## src/rtl/bcg_pkg.sv

```systemverilog
package bcg_pkg;
  typedef enum logic [1:0] {
    ST_GATED  = 2'd0,
    ST_WAKE   = 2'd1,
    ST_ACTIVE = 2'd2,
    ST_DRAIN  = 2'd3
  } gate_st_e;
endpackage

```

## src/rtl/bcg_cfg_bit.sv

```systemverilog
module bcg_cfg_bit (
  input  logic clk,
  input  logic rst_n,
  input  logic we,
  input  logic wdata,
  output logic pse
);
  // Power-save enable, cleared by reset so the clock starts free-running.
  always_ff @(posedge clk or negedge rst_n) begin
    if (!rst_n) pse <= 1'b0;
    else if (we) pse <= wdata;
  end
endmodule

```

## src/rtl/bcg_req_sync.sv

```systemverilog
module bcg_req_sync #(
  parameter int N_MASTERS = 4
) (
  input  logic                 clk,
  input  logic                 rst_n,
  input  logic [N_MASTERS-1:0] req_i,
  output logic                 req_any_o
);
  logic [N_MASTERS-1:0] req_q;

  // Each request line is captured on the ungated clock, so nothing is missed while gated.
  for (genvar g = 0; g < N_MASTERS; g++) begin : g_req
    always_ff @(posedge clk or negedge rst_n) begin
      if (!rst_n) req_q[g] <= 1'b0;
      else        req_q[g] <= req_i[g];
    end
  end

  assign req_any_o = |req_q;
endmodule

```

## src/rtl/bcg_fsm.sv

```systemverilog
module bcg_fsm
  import bcg_pkg::*;
#(
  parameter int WAKE_CYCLES = 2
) (
  input  logic     clk,
  input  logic     rst_n,
  input  logic     pse,
  input  logic     req_any,
  input  logic     bus_busy,
  output gate_st_e state_o,
  output logic     arb_go_o,
  output logic     en_req_o
);
  localparam int CW = (WAKE_CYCLES < 2) ? 1 : $clog2(WAKE_CYCLES);
  localparam logic [CW-1:0] WAKE_LAST = CW'(WAKE_CYCLES - 1);

  gate_st_e st_q, st_d;
  logic [CW-1:0] cnt_q, cnt_d;

  always_comb begin
    st_d  = st_q;
    cnt_d = cnt_q;
    if (!pse) begin
      st_d = ST_ACTIVE;
    end else begin
      unique case (st_q)
        ST_GATED: if (req_any) begin
          st_d  = ST_WAKE;
          cnt_d = '0;
        end
        ST_WAKE: begin
          if (cnt_q == WAKE_LAST) st_d = ST_ACTIVE;
          else                    cnt_d = cnt_q + 1'b1;
        end
        ST_ACTIVE: if (!req_any && !bus_busy) st_d = ST_DRAIN;
        ST_DRAIN: st_d = req_any ? ST_ACTIVE : ST_GATED;
        default: st_d = ST_ACTIVE;
      endcase
    end
  end

  always_ff @(posedge clk or negedge rst_n) begin
    if (!rst_n) begin
      st_q  <= ST_ACTIVE;
      cnt_q <= '0;
    end else begin
      st_q  <= st_d;
      cnt_q <= cnt_d;
    end
  end

  assign state_o  = st_q;
  assign arb_go_o = (st_q == ST_ACTIVE) && req_any;
  assign en_req_o = !pse || (st_q != ST_GATED);

  AST_WAKE_EXITS_ACTIVE: assert property (@(posedge clk) disable iff (!rst_n)
    (st_q == ST_WAKE) |=> (st_q == ST_WAKE || st_q == ST_ACTIVE));
  AST_DRAIN_REQ_ACTIVE: assert property (@(posedge clk) disable iff (!rst_n)
    (st_q == ST_DRAIN && req_any) |=> (st_q == ST_ACTIVE));
  AST_FORCE_ON_WAKE: assert property (@(posedge clk) disable iff (!rst_n)
    (st_q == ST_GATED && !pse) |=> (st_q == ST_ACTIVE));
endmodule

```

## src/rtl/bcg_gate.sv

```systemverilog
module bcg_gate (
  input  logic clk,
  input  logic rst_n,
  input  logic en_req,
  output logic clk_en_o,
  output logic gclk_o
);
  logic en_n;

  // Enable is captured while clk is low, so the AND below never chops a high phase.
  always_ff @(negedge clk or negedge rst_n) begin
    if (!rst_n) en_n <= 1'b1;
    else        en_n <= en_req;
  end

  assign clk_en_o = en_n;
  assign gclk_o   = clk & en_n;
endmodule

```

## src/rtl/bus_idle_clkgate.sv

```systemverilog
module bus_idle_clkgate
  import bcg_pkg::*;
#(
  parameter int N_MASTERS   = 4,
  parameter int WAKE_CYCLES = 2
) (
  input  logic                 clk,
  input  logic                 rst_n,
  input  logic                 cfg_we,
  input  logic                 cfg_wdata,
  input  logic [N_MASTERS-1:0] mst_req,
  input  logic                 bus_busy,
  output logic                 pse_o,
  output logic                 clk_en_o,
  output logic                 gclk_o,
  output logic                 arb_go_o,
  output logic [1:0]           state_o
);
  logic     pse, req_any, en_req;
  gate_st_e st;

  bcg_cfg_bit u_cfg (
    .clk(clk), .rst_n(rst_n), .we(cfg_we), .wdata(cfg_wdata), .pse(pse));

  bcg_req_sync #(.N_MASTERS(N_MASTERS)) u_req (
    .clk(clk), .rst_n(rst_n), .req_i(mst_req), .req_any_o(req_any));

  bcg_fsm #(.WAKE_CYCLES(WAKE_CYCLES)) u_fsm (
    .clk(clk), .rst_n(rst_n), .pse(pse), .req_any(req_any), .bus_busy(bus_busy),
    .state_o(st), .arb_go_o(arb_go_o), .en_req_o(en_req));

  bcg_gate u_gate (
    .clk(clk), .rst_n(rst_n), .en_req(en_req), .clk_en_o(clk_en_o), .gclk_o(gclk_o));

  assign pse_o   = pse;
  assign state_o = st;

  AST_NOPSE_CLK_ON: assert property (@(posedge clk) disable iff (!rst_n)
    !pse |-> clk_en_o);
  AST_ARB_NEEDS_CLK: assert property (@(posedge clk) disable iff (!rst_n)
    arb_go_o |-> clk_en_o);
endmodule

```

## config.mk

```make
export PLATFORM = sky130hd
export DESIGN_NAME = bus_idle_clkgate
export DESIGN_NICKNAME = d
export VERILOG_FILES = /design/src/rtl/bcg_pkg.sv /design/src/rtl/bcg_cfg_bit.sv /design/src/rtl/bcg_req_sync.sv /design/src/rtl/bcg_fsm.sv /design/src/rtl/bcg_gate.sv /design/src/rtl/bus_idle_clkgate.sv
export SDC_FILE = /design/constraint.sdc
export NUM_CORES = 1
export LEC_CHECK = 0
export ABC_AREA = 1
export BUFFER_PORTS_ARGS = -buffer_cell sky130_fd_sc_hd__clkbuf_2
export CAP_MARGIN = 20
export CORE_AREA = 2 2 39 41
export CTS_CLUSTER_SIZE = 30
export DETAILED_ROUTE_END_ITERATION = 10
export DIE_AREA = 0 0 41 43
export PLACE_DENSITY = 0.54
export SYNTH_ARGS = -nofsm -noshare
export SYNTH_HDL_FRONTEND = slang
export SYNTH_HIERARCHICAL = 1
export SYNTH_SLANG_ARGS = --single-unit
```

## constraint.sdc

```tcl
create_clock -name clk -period 2.1 [get_ports clk]
set_input_delay 0.21 -clock clk [delete_from_list [all_inputs] [get_ports clk]]
set_output_delay 0.21 -clock clk [all_outputs]
set_load 0.005 [all_outputs]
```

==> results of run 1 <==
-- per-layer routing --
layer | track usage (%) | share of wire, %
met1 | 13.8 | 47
met2 | 16.6 | 45
met3 | 6.28 | 5.0
met4 | 18.7 | 2.1
met5 | 0 | 0
-- worst register-to-register path, delay by kind of cell (launching register included) --
kind / cells / cell delay (ns)
DFF: 1 / 0.45
and+or+nand+nor: 2 / 0.25
-- registers in the layout, summed over array words and instances (netlist names) --
signal and cells:
u_cfg/pse 1, u_fsm/cnt_q 1, u_fsm/state_o 2, u_gate/clk_en_o 1
u_req/req_q 4
-- cells by family after synthesis --
logic type | count (synthesis) | share of synthesized area [%]
buf+inv | 10 | 9.43
simple gates | 25 | 28.3
compound gates | 4 | 5.03
flops | 9 | 57.2
-- cell usage in the layout (no fill, tap or decap) --
master,count
a21oi_1,1
clkbuf_2,14
clkbuf_4,6
clkinvlp_2,1
dfrtp_1,7
dfstp_2,2
dlygate4sd3_1,5
inv_1,8
inv_2,2
nand2_1,12
nand3_1,3
nand3_2,1
nor2_1,5
nor2_2,3
nor3_1,1
o21ai_0,1
o21ai_1,2
-- final cells by class --
| cell class | count | area (um2) | share of cell area, % |
|---|---|---|---|
| flip-flops and latches | 9 | 228 | 38.7 |
| multi-input cells | 29 | 133 | 22.6 |
| repair buffers | 18 | 115 | 19.6 |
| clock buffers | 7 | 50.0 | 8.51 |
| inverters | 8 | 30.0 | 5.11 |
| well taps | 16 | 20.0 | 3.40 |
| clock inverters | 3 | 12.5 | 2.13 |
-- power by group through the flow --
stage          combinational, mW  sequential (mW)  clock, mW
2_1_floorplan             0.0763            0.242     0.0248
3_3_place_gp               0.128            0.243     0.0407
3_5_place_dp               0.127            0.244     0.0407
4_1_cts                    0.136            0.241      0.275
5_1_grt                    0.156            0.248      0.290
6_report                   0.134            0.240      0.258
-- through the flow --
stage / hold slack [ns] / instance area (um2) / power (mW) / util (%)
2_1_floorplan: -0.0856 / 398 / 0.343 / -
3_3_place_gp: 0.0820 / 488 / 0.412 / 35.3
3_5_place_dp: 0.0813 / 488 / 0.412 / 35.3
4_1_cts: 0.0336 / 588 / 0.652 / 42.5
5_1_grt: 0.0432 / 588 / 0.694 / 42.5
6_report: 0.0421 / 588 / 0.632 / 42.5
-- how the worst max path moves through the flow --
| stage | from | end | slack (ns) | depth (start not counted) |
|---|---|---|---|---|
| detailed placement | u_gate/clk_en_o | gclk_o | 0.16 | 3 |
| finish | u_gate/clk_en_o | gclk_o | -0.31 | 3 |
| floorplan | u_gate/clk_en_o | gclk_o | 0.23 | 2 |
| global placement | u_gate/clk_en_o | gclk_o | 0.17 | 3 |
| CTS | u_gate/clk_en_o | gclk_o | -0.33 | 3 |
| global route | u_gate/clk_en_o | gclk_o | -0.38 | 3 |
-- repair_timing --
item / 4_1_cts / 5_1_grt
endpoints found under the hold margin: 12 / 0
hold buffers: 5 / 0
gates resized for setup: 0 / 0
endpoints found under the setup margin: 3 / 3
buffers inserted: 0 / 0
==> flow_metrics.py, run 1 <==
metrics = {
    "timing": {
        "rsz0062_at_grt": "yes",
        "finClkSkew_ns": 0.0759,
        "worst_slack_ns": -0.312,
        "slew_headroom_pct": 82.6,
        "tightest_slew_ns": 0.261,
        "finalHoldViolations": 0,
        "drv_slew": 0,
        "final.setup.tns_ns": -0.543,
        "finalSetupViolCount": 3,
    },
    "min_path": {
        "hold_start": "cfg_wdata",
        "hp-class": "primary input to flip-flop",
        "min_to": "u_cfg/pse",
        "holdPathStages": 3,
    },
    "drt": {
        "via_per_inst": 4.20,
        "drt_pre_antenna_iters": 3,
        "via_count": 378,
        "drtIter0Drc": 4,
        "drc": 0,
        "ant_nets": 0,
        "wl_per_cell_um": 9.07,
        "wl_um": 816,
    },
    "power_and_ir_drop": {
        "intPower_mw": 0.426,
        "p_comb_share_pct": 21.3,
        "max-vdd-ir-drop_mv": 0.465,
        "p_sw_mw": 0.207,
        "switching_share_pct": 32.7,
        "sequentialPowerShare_pct": 37.9,
        "clkPwrFrac_pct": 40.8,
        "power.density_nw_per_um2": 1080,
        "p_leak_nw": 0.318,
    },
    "clock_tree": {
        "clk_latency_ns": 0.44,
        "clk_pin_slew_worst_paths_ns": 0.06,
        "cts_tree": "built",
    },
    "floorplanning": {
        "core.rowCount": 14,
        "die_h_um": 43,
        "die_area_um2": 1760,
        "io-pin-count": 15,
        "start_util_pct": 28.8,
        "core_um2": 1380,
        "die_x_um": 41,
    },
    "setup_path": {
        "worstPathRequired_ns": 1.89,
        "crit_fanout": 2,
        "worst-path-buf-inv": 2,
        "path_cells": "nand2_1 > inv_1 > clkbuf_2",
        "r2r_setup_slack_ns": 0.34,
        "cp.arrival_ns": 2.20,
        "startpoint_type": "flip-flop",
        "r2r_end": "u_gate/clk_en_o",
        "path_class": "flip-flop to output pin",
        "slowest_delay_ns": 0.52,
        "crit_path_end_kind": "output pin",
        "rr_worst_depth": 2,
        "crit_family": "flip-flops",
        "rr_startpoint": "u_fsm/state_o[0]",
        "slowest_stage": "dfstp_2",
    },
    "place": {
        "placed_cells": 78,
        "dp_slack_ns": 0.162,
        "gp_routability_congestion": 0.651,
        "port_buffers": 14,
        "hpwl_um": 557,
    },
    "synthesis": {
        "ys_ff_latch": 9,
        "synthCells": 48,
        "avgSynthCellArea_um2": 8.29,
        "synth_cell_types": 13,
        "synthTopCellsByCount": "nand2_1, inv_1, dfrtp_1",
        "synth_ff_type": "dfrtp_1",
        "ys_seq_area_share_pct": 57.2,
        "synthArstFlopShare_pct": 100,
        "yosysWarnings": 6,
        "synth_edf_count": 0,
        "syn_area_um2": 398,
        "syn_nets": 57,
        "synth_top_cell_area_share_pct": 44.0,
        "synth_top_cell_by_area": "dfrtp_1",
        "synthTopCellsByArea": "dfrtp_1, dfstp_2, nand2_1",
        "synth_most_common_cell": "nand2_1",
    },
    "layout": {
        "synthToLayoutAreaGrowth_pct": 47.8,
        "num-fill-cells": 158,
        "fin_nets": 84,
        "fin_cells": 90,
        "drive_above_1_share_pct": 39.2,
        "diodes": 0,
    },
    "global_routing": {
        "grt-ovfl-total": 0,
        "grt_use_total_pct": 13.6,
        "grt_antenna_before_repair": 0,
        "grt_first_pass_wirelength_mm": 1.41,
        "grt_pass1_vias": 388,
        "grt_start_max_net_pins": 10,
    },
    "outcome": {
        "violations": "negative setup slack",
        "status": "finished, violations left",
    },
    "job": {
        "cap_violations": 0,
    },
}
No activity file was read; power rests on OpenSTA's default activity.
==> inputs of run 2 (changes only) <==
--- a/config.mk
+++ b/config.mk
@@ -12,8 +12,7 @@
 export CTS_CLUSTER_SIZE = 30
 export DETAILED_ROUTE_END_ITERATION = 10
 export DIE_AREA = 0 0 41 43
-export PLACE_DENSITY = 0.54
+export PLACE_DENSITY = 0.53
 export SYNTH_ARGS = -nofsm -noshare
 export SYNTH_HDL_FRONTEND = slang
-export SYNTH_HIERARCHICAL = 1
 export SYNTH_SLANG_ARGS = --single-unit
==> flow_metrics.py, run 2 <==
metrics = {
    "outcome": {
        "status": "finished, violations left",
        "violations": "negative setup slack",
    },
    "synthesis": {
        "avgSynthCellArea_um2": 8.85,
        "synthArstFlopShare_pct": 100,
        "synth_most_common_cell": "nand2_1",
        "ys_seq_area_share_pct": 59.9,
        "synth_cell_types": 12,
        "synth_top_cell_by_area": "dfrtp_1",
        "syn_area_um2": 380,
        "synth_top_cell_area_share_pct": 46.1,
        "yosysWarnings": 0,
        "synth_ff_type": "dfrtp_1",
        "synth_edf_count": 0,
        "synthTopCellsByCount": "nand2_1, inv_1, dfrtp_1",
        "synthTopCellsByArea": "dfrtp_1, dfstp_2, nand2_1",
        "synthCells": 43,
        "syn_nets": 52,
        "ys_ff_latch": 9,
    },
    "setup_path": {
        "r2r_setup_slack_ns": 0.34,
        "worstPathRequired_ns": 1.89,
        "crit_path_end_kind": "output pin",
        "rr_worst_depth": 2,
        "startpoint_type": "flip-flop",
        "path_class": "flip-flop to output pin",
        "rr_startpoint": "u_fsm.state_o[1]",
        "r2r_end": "u_gate.clk_en_o",
        "cp.arrival_ns": 2.20,
        "crit_fanout": 2,
    },
    "drt": {
        "drtIter0Drc": 10,
        "ant_nets": 0,
        "wl_per_cell_um": 9.65,
        "drc": 0,
        "wl_um": 820,
        "via_per_inst": 4.20,
        "via_count": 357,
        "drt_pre_antenna_iters": 4,
    },
    "floorplanning": {
        "die_area_um2": 1760,
        "core.rowCount": 14,
        "start_util_pct": 27.5,
        "core_um2": 1380,
        "io-pin-count": 15,
        "die_x_um": 41,
        "die_h_um": 43,
    },
    "global_routing": {
        "grt_first_pass_wirelength_mm": 1.30,
        "grt_antenna_before_repair": 0,
        "grt_start_max_net_pins": 10,
        "grt-ovfl-total": 0,
        "grt_pass1_vias": 349,
        "grt_use_total_pct": 12.9,
    },
    "min_path": {
        "hp-class": "primary input to flip-flop",
        "hold_start": "cfg_we",
        "holdPathStages": 2,
        "min_to": "u_cfg.pse",
    },
    "timing": {
        "drv_slew": 0,
        "rsz0062_at_grt": "yes",
        "tightest_slew_ns": 0.228,
        "final.setup.tns_ns": -0.534,
        "finClkSkew_ns": 0.0703,
        "slew_headroom_pct": 84.8,
        "worst_slack_ns": -0.306,
        "holdWs_ns": 0.0300,
        "finalHoldViolations": 0,
        "finalSetupViolCount": 3,
    },
    "job": {
        "cap_violations": 0,
    },
    "clock_tree": {
        "clk_latency_ns": 0.44,
        "postCtsResizedCells": 0,
        "cts_setup_buffers": 0,
        "cts_tree": "built",
        "clk_pin_slew_worst_paths_ns": 0.06,
    },
    "power_and_ir_drop": {
        "p_sw_mw": 0.136,
        "sequentialPowerShare_pct": 38.4,
        "clkPwrFrac_pct": 52.3,
        "p_leak_nw": 0.328,
        "p_comb_share_pct": 9.3,
        "intPower_mw": 0.361,
        "power.density_nw_per_um2": 872,
        "max-vdd-ir-drop_mv": 0.259,
        "switching_share_pct": 27.4,
    },
    "place": {
        "place_area_um2": 470,
        "hpwl_um": 568,
        "port_buffers": 14,
        "gp_routability_congestion": 0.724,
        "placed_cells": 73,
    },
    "layout": {
        "final_cell_mix": "clkbuf_2, nand2_1, inv_1",
        "diodes": 0,
        "fin_nets": 79,
        "fin_cells": 85,
        "register_area_um2": 228,
        "multi_input_area_um2": 119,
        "largest_reg_flops": 4,
        "num-fill-cells": 146,
        "drive_above_1_share_pct": 39.1,
        "final_common_cell": "clkbuf_2",
        "finalInstanceArea_um2": 571,
        "fin_util_pct": 41.2,
        "synthToLayoutAreaGrowth_pct": 50.0,
        "top_register": "u_req.req_q",
    },
}
run 2: repair_timing:
item / 4_1_cts / 5_1_grt
hold buffers: 5 / 0
endpoints found under the setup margin: 3 / 3
endpoints found under the hold margin: 12 / 0
run 2: critical path: stages, from the launching register on:
cell      delay (ns)
dfstp_2         0.52
nand2_1         0.04
inv_1           0.04
clkbuf_2        0.10
run 2: through the flow:
| step | total power, mW | worst slack [ns] |
|---|---|---|
| 2_1_floorplan | 0.237 | 0.232 |
| 3_3_place_gp | 0.275 | 0.166 |
| 3_5_place_dp | 0.276 | 0.160 |
| 4_1_cts | 0.512 | -0.314 |
| 5_1_grt | 0.541 | -0.384 |
| 6_report | 0.497 | -0.306 |
run 2: layout make-up:
cell class	instances	share of cell area, %
Tap cell	16	3.51
Timing Repair Buffer	18	20.2
Sequential cell	9	39.9
Clock inverter	3	2.19
Clock buffer	7	8.77
Multi-Input combinational cell	25	20.8
Inverter	7	4.61
run 2: logic make-up (layout without fill, tap and decap cells):
kind of cell | Yosys count | in the layout | synth area share (%)
DFF | 9 | 9 | 59.9
and+or+nand+nor | 21 | 21 | 24.3
AOI/OAI and AO/OA | 4 | 4 | 6.91
buffers and inverters | 9 | 35 | 8.88
run 2: power groups by stage:
stage / sequential, mW / combinational, mW / clock, mW
4_1_cts: 0.191 / 0.0474 / 0.274
2_1_floorplan: 0.193 / 0.0183 / 0.0253
3_3_place_gp: 0.194 / 0.0393 / 0.0418
5_1_grt: 0.192 / 0.0534 / 0.296
3_5_place_dp: 0.194 / 0.0397 / 0.0418
6_report: 0.191 / 0.0463 / 0.260
run 2: layer usage:
metal,GRT usage [%],vias up,wire [um]
li1,-,180,-
met1,10.4,159,322
met3,8.90,2,66
met2,16.6,16,425
met5,0,-,0
met4,17.3,0,6
run 2: how the worst max path moves through the flow:
stage | slack, ns | startpoint | endpoint
final | -0.31 | u_gate.clk_en_o | gclk_o
after global routing | -0.38 | u_gate.clk_en_o | gclk_o
after CTS | -0.31 | u_gate.clk_en_o | gclk_o
after detailed placement | 0.16 | u_gate.clk_en_o | gclk_o
after global placement | 0.17 | u_gate.clk_en_o | gclk_o
after floorplan | 0.23 | u_gate.clk_en_o | gclk_o
